[config.mk]
export PLATFORM = sky130hd
export DESIGN_NAME = mmio_swap_bridge
export DESIGN_NICKNAME = d
export VERILOG_FILES = /design/src/rtl/swp_pkg.sv /design/src/rtl/swp_lane_rev.sv /design/src/rtl/swp_policy.sv /design/src/rtl/swp_ctl_reg.sv /design/src/rtl/mmio_swap_bridge.sv
export SDC_FILE = /design/constraint.sdc
export NUM_CORES = 1
export LEC_CHECK = 0
export BUFFER_PORTS_ARGS = -buffer_cell sky130_fd_sc_hd__buf_4
export CORE_ASPECT_RATIO = 0.5
export CORE_MARGIN = 2
export CORE_UTILIZATION = 40
export CTS_CLUSTER_DIAMETER = 60
export DETAILED_ROUTE_END_ITERATION = 16
export GPL_TIMING_DRIVEN = 0
export PLACE_DENSITY_LB_ADDON = 0.1
export SETUP_SLACK_MARGIN = 0.02
export SLEW_MARGIN = 0
export SYNTH_ARGS = -nofsm -noshare
export SYNTH_HDL_FRONTEND = slang
export SYNTH_SLANG_ARGS = --single-unit
export TNS_END_PERCENT = 1
[constraint.sdc]
create_clock -name clk -period 2.5 [get_ports clk]
set_clock_uncertainty 0.2 [all_clocks]
set_input_delay 0.375 -clock clk [delete_from_list [all_inputs] [get_ports clk]]
set_output_delay 0.375 -clock clk [all_outputs]
set_load 0.05 [all_outputs]
[src/rtl/swp_pkg.sv]
package swp_pkg;
   typedef enum logic {
      SRC_HOST  = 1'b0,
      SRC_LOCAL = 1'b1
   } swp_src_e;

   typedef struct packed {
      logic do_swap;
      logic ctl_wr;
      logic ctl_rd;
   } swp_dec_t;
endpackage

[src/rtl/swp_lane_rev.sv]
module swp_lane_rev #(
   parameter int DATA_W = 32,
   parameter int LANE_W = 8,
   localparam int LANES = DATA_W / LANE_W
) (
   input  logic [DATA_W-1:0] d_in,
   input  logic [LANES-1:0]  be_in,
   output logic [DATA_W-1:0] d_rev,
   output logic [LANES-1:0]  be_rev
);
   initial begin
      assert (DATA_W % LANE_W == 0) else $error("DATA_W must be a multiple of LANE_W");
      assert (LANES >= 1) else $error("at least one lane required");
   end

   for (genvar g = 0; g < LANES; g++) begin : g_lane
      assign d_rev[g*LANE_W +: LANE_W] = d_in[(LANES-1-g)*LANE_W +: LANE_W];
      assign be_rev[g]                 = be_in[LANES-1-g];
   end
endmodule

[src/rtl/swp_policy.sv]
module swp_policy
   import swp_pkg::*;
(
   input  logic     valid,
   input  swp_src_e src,
   input  logic     mmio,
   input  logic     special,
   input  logic     ctl_hit,
   input  logic     write,
   input  logic     flag,
   output swp_dec_t dec
);
   logic is_reg;
   logic is_ctl;

   always_comb begin
      is_reg      = mmio & ~special;
      is_ctl      = valid & is_reg & ctl_hit;
      dec.do_swap = is_reg & (src == SRC_HOST) & ~flag;
      dec.ctl_wr  = is_ctl & write;
      dec.ctl_rd  = is_ctl & ~write;
   end
endmodule

[src/rtl/swp_ctl_reg.sv]
module swp_ctl_reg #(
   parameter int DATA_W = 32,
   parameter int SE_BIT = 0
) (
   input  logic              clk,
   input  logic              rst_n,
   input  logic              wr_en,
   input  logic [DATA_W-1:0] wr_word,
   output logic              flag,
   output logic [DATA_W-1:0] rd_word
);
   initial begin
      assert (SE_BIT >= 0 && SE_BIT < DATA_W) else $error("SE_BIT outside the word");
   end

   always_ff @(posedge clk or negedge rst_n) begin
      if (!rst_n)     flag <= 1'b0;
      else if (wr_en) flag <= wr_word[SE_BIT];
   end

   always_comb begin
      rd_word         = '0;
      rd_word[SE_BIT] = flag;
   end


   flag_hold_chk: assert property (@(posedge clk) disable iff (!rst_n)
      !wr_en |=> $stable(flag));
endmodule

[src/rtl/mmio_swap_bridge.sv]
module mmio_swap_bridge
   import swp_pkg::*;
#(
   parameter int DATA_W = 32,
   parameter int LANE_W = 8,
   parameter int SE_BIT = 0,
   localparam int LANES = DATA_W / LANE_W
) (
   input  logic              clk,
   input  logic              rst_n,
   input  logic              in_valid,
   input  logic              in_src,
   input  logic              in_mmio,
   input  logic              in_special,
   input  logic              in_ctl_hit,
   input  logic              in_write,
   input  logic [DATA_W-1:0] in_data,
   input  logic [LANES-1:0]  in_be,
   output logic              out_valid,
   output logic [DATA_W-1:0] out_data,
   output logic [LANES-1:0]  out_be
);
   swp_dec_t          dec;
   logic              flag;
   logic [DATA_W-1:0] ctl_word;
   logic [DATA_W-1:0] sel_word;
   logic [DATA_W-1:0] rev_word;
   logic [LANES-1:0]  rev_be;
   logic [DATA_W-1:0] nxt_word;
   logic [LANES-1:0]  nxt_be;

   swp_policy u_policy (
      .valid   (in_valid),
      .src     (swp_src_e'(in_src)),
      .mmio    (in_mmio),
      .special (in_special),
      .ctl_hit (in_ctl_hit),
      .write   (in_write),
      .flag    (flag),
      .dec     (dec)
   );

   assign sel_word = dec.ctl_rd ? ctl_word : in_data;

   swp_lane_rev #(.DATA_W(DATA_W), .LANE_W(LANE_W)) u_rev (
      .d_in   (sel_word),
      .be_in  (in_be),
      .d_rev  (rev_word),
      .be_rev (rev_be)
   );

   assign nxt_word = dec.do_swap ? rev_word : sel_word;
   assign nxt_be   = dec.do_swap ? rev_be   : in_be;

   swp_ctl_reg #(.DATA_W(DATA_W), .SE_BIT(SE_BIT)) u_ctl (
      .clk     (clk),
      .rst_n   (rst_n),
      .wr_en   (dec.ctl_wr),
      .wr_word (nxt_word),
      .flag    (flag),
      .rd_word (ctl_word)
   );

   always_ff @(posedge clk or negedge rst_n) begin
      if (!rst_n) begin
         out_valid <= 1'b0;
         out_data  <= '0;
         out_be    <= '0;
      end else begin
         out_valid <= in_valid;
         if (in_valid) begin
            out_data <= nxt_word;
            out_be   <= nxt_be;
         end
      end
   end


   latency_chk: assert property (@(posedge clk) disable iff (!rst_n)
      in_valid |=> out_valid);


   idle_hold_chk: assert property (@(posedge clk) disable iff (!rst_n)
      !in_valid |=> (!out_valid && $stable(out_data) && $stable(out_be)));


   nonmmio_pass_chk: assert property (@(posedge clk) disable iff (!rst_n)
      (in_valid && !in_mmio) |=> (out_data == $past(in_data) && out_be == $past(in_be)));


   special_pass_chk: assert property (@(posedge clk) disable iff (!rst_n)
      (in_valid && in_special) |=> (out_data == $past(in_data) && out_be == $past(in_be)));


   local_pass_chk: assert property (@(posedge clk) disable iff (!rst_n)
      (in_valid && in_src && !in_ctl_hit) |=> (out_data == $past(in_data)));


   host_swap_chk: assert property (@(posedge clk) disable iff (!rst_n)
      (in_valid && !in_src && in_mmio && !in_special && !in_ctl_hit && !flag)
      |=> (out_data[LANE_W-1:0] == $past(in_data[DATA_W-1 -: LANE_W])
           && out_be[0] == $past(in_be[LANES-1])));
endmodule

==> results.json <==
{
  "worst-setup-path-type": "in -> reg",
  "peakVddDrop_uv": 295,
  "place_hpwl_mm": 3.33,
  "dpl_worst_slack_ns": 0.618,
  "synth.area.top_cells": "dfrtp_1 47%, o22ai_2 18%, mux2i_1 18%",
  "ctsHtreeMaxLevel": 2,
  "p_leak_uw": 0.00130,
  "route.detailed.drc": 0,
  "timing.critical_path.slowest_cell_delay_ns": 0.69,
  "post-cts-setup-buffer-count": 0,
  "rows": 18,
  "yosys.area_share.simple": 0.0320,
  "async_flop_share": 1.00,
  "port_buffers": 80,
  "cts-root-buf": "clkbuf_8",
  "cp-start-kind": "input pin",
  "status": "finished clean",
  "gp_congestion": 0.713,
  "crit_chain": "dlygate4sd3_1 -> buf_4 -> clkbuf_1 -> clkbuf_1 -> o22ai_2",
  "fmax_mhz": 464,
  "cts_tree": "done",
  "finalSetupTns_ns": 0,
  "synth_most_common_cell": "dfrtp_1",
  "syn_area_sq_mm": 0.00204,
  "critPathMostFrequentCell": "clkbuf_1",
  "nNetsFinal": 298,
  "period_needed_ns": 2.16,
  "num_vias": 1537,
  "grt_pass1_vias": 1514,
  "synth_fp_nets": 209,
  "initial_utilization": 0.415,
  "clk_latency_ns": 0.29,
  "drtIter0Drc": 70,
  "dieWidth_um": 105,
  "grt_pass1_wl_mm": 7.29,
  "synth_edf_count": 0,
  "core_area_sq_mm": 0.00491,
  "synth_compound_area_frac": 0.210,
  "syn_inst": 165,
  "path_clk_slew_ns": 0.07,
  "setup_viol": 0,
  "synth_fa_ha_area_frac": 0,
  "synth_common_cells": "38 x dfrtp_1, 36 x mux2i_1, 32 x inv_1",
  "dieArea_sq_mm": 0.00571,
  "first_pass_iters": 4,
  "synth_top_area_share": 0.467,
  "seq_area_frac_synth": 0.467,
  "synthMuxAreaShare": 0.177,
  "crit_slowest_cell": "clkbuf_1",
  "numCtsBuffers": 5,
  "rsz0062_at_grt": "no",
  "antenna_found_initial": 0,
  "slew_headroom": 0.425,
  "synth_top_family_by_area": "compound AO/OA/AOI/OAI gates",
  "ant_nets": 0,
  "grt_overflow": 0,
  "fin_area_sq_mm": 0.00282,
  "synth_cell_types": 18,
  "worstPathArrival_ns": 2.09,
  "die_y_um": 54.4,
  "critPathCaptureType": "flip-flop",
  "n_antenna_cell": 0,
  "synth_xor_area_frac": 0,
  "grt_max_degree": 39,
  "cp.buffers_inverters": 4,
  "ios": 81,
  "hp-class": "in -> reg",
  "finalMaxSlewViolations": 0,
  "finalCritPeriodShare": 0.862,
  "cp_top_family": "buffers and inverters",
  "setup_slack_ns": 0.345,
  "synth_seq_cells": 38,
  "grt_use_total": 0.172,
  "cp.required_ns": 2.44,
  "wire_per_inst_um": 14.6,
  "worst_slew_pin_slew_ns": 0.863,
  "cp_max_fo": 10,
  "clk_path_buf_depth": 2,
  "max-cap-violations": 0,
  "post-synth-top-area-cell": "dfrtp_1",
  "wl_mm": 4.72,
  "ff2ff_setup_slack_ns": 0.76,
  "syn_to_final_growth_pct": 38.5,
  "viasPerCell": 4.74,
  "post_dp_cell_area_sq_mm": 0.00272,
  "power_density_mw_per_mm2": 616,
  "final_hold_viol_count": 0,
  "layout-drive-gt1-share": 0.488,
  "cts.sinks": 38,
  "avgSynthCellArea_sq_um": 12.3,
  "synthFlopType": "dfrtp_1",
  "synth-warning-count": 0
}
timing repair:
item	4_1_cts	5_1_grt
hold buffers	2	0
hold endpoints to repair	39	0
resized for setup	0	0
endpoints found under the setup margin	0	0
placed cells by master, fill, tap and decap left out:
cell            n
a21oi_1         5
a31oi_1         1
and4b_2         1
buf_1           1
buf_12          3
buf_4          83
buf_6           1
clkbuf_1        6
clkbuf_8        5
dfrtp_1        38
dlygate4sd3_1   2
inv_1          32
mux2i_1        36
nand3b_1        2
nor2_1          4
nor4b_4         1
o21ai_1         1
o221ai_1        1
o22ai_1         1
o22ai_2        30
routing by layer:
layer  global-route usage  part of all wire
met4               0.0622             0.011
met3               0.0488             0.052
met2                0.311              0.48
met1                0.205              0.46
met5                    0                 0
worst register-to-register path, cell delays in order, from the launching register on:
cell and delay [ns]:
dfrtp_1 0.42, nor4b_4 0.28, buf_6 0.22, buf_12 0.17
mux2i_1 0.23, o22ai_2 0.08
flip-flops by register name, indices dropped and copies added (netlist names):
name and cells:
u_ctl.flag 1, out_data 32, out_be 4, out_valid 1
cell type report:
type	count	area (sq um)
fill	447	2090
sequential	38	951
multi-input combinational	83	852
timing repair buffer	82	621
inverter	32	120
buffer	12	113
tap	70	87.6
clock buffer	7	76.3
cell families after synthesis:
group | count (synthesis)
compound gates | 39
buf+inv | 44
flops | 38
mux | 36
simple gates | 8
report_power, final:
group	switching (uW)	internal (uW)	total (uW)
Sequential	39.2	681	720
Combinational	391	229	620
Clock	205	192	397
worst paths after layout:
kind	from	to	depth (start not counted)
setup / recovery	in_valid	out_data[4]	5
hold / removal	in_write	u_ctl.flag	2
setup reg to reg	u_ctl.flag	out_data[26]	5
hold reg to reg	out_data[31]	out_data[31]	2
max in group asynchronous	rst_n	out_be[0]	2
min in group asynchronous	rst_n	out_data[5]	2
per-stage QoR:
stage	total power (uW)	std cells	hold WS [ns]	util
global route	1820	324	0.0868	0.574
floorplan	1140	165	-0.121	-
finish	1740	324	0.0868	0.574
CTS	1760	324	0.0746	0.574
global placement	1350	315	0.181	0.555
detailed placement	1360	315	0.186	0.555
Note: power is estimated with default switching activity, not from simulation.
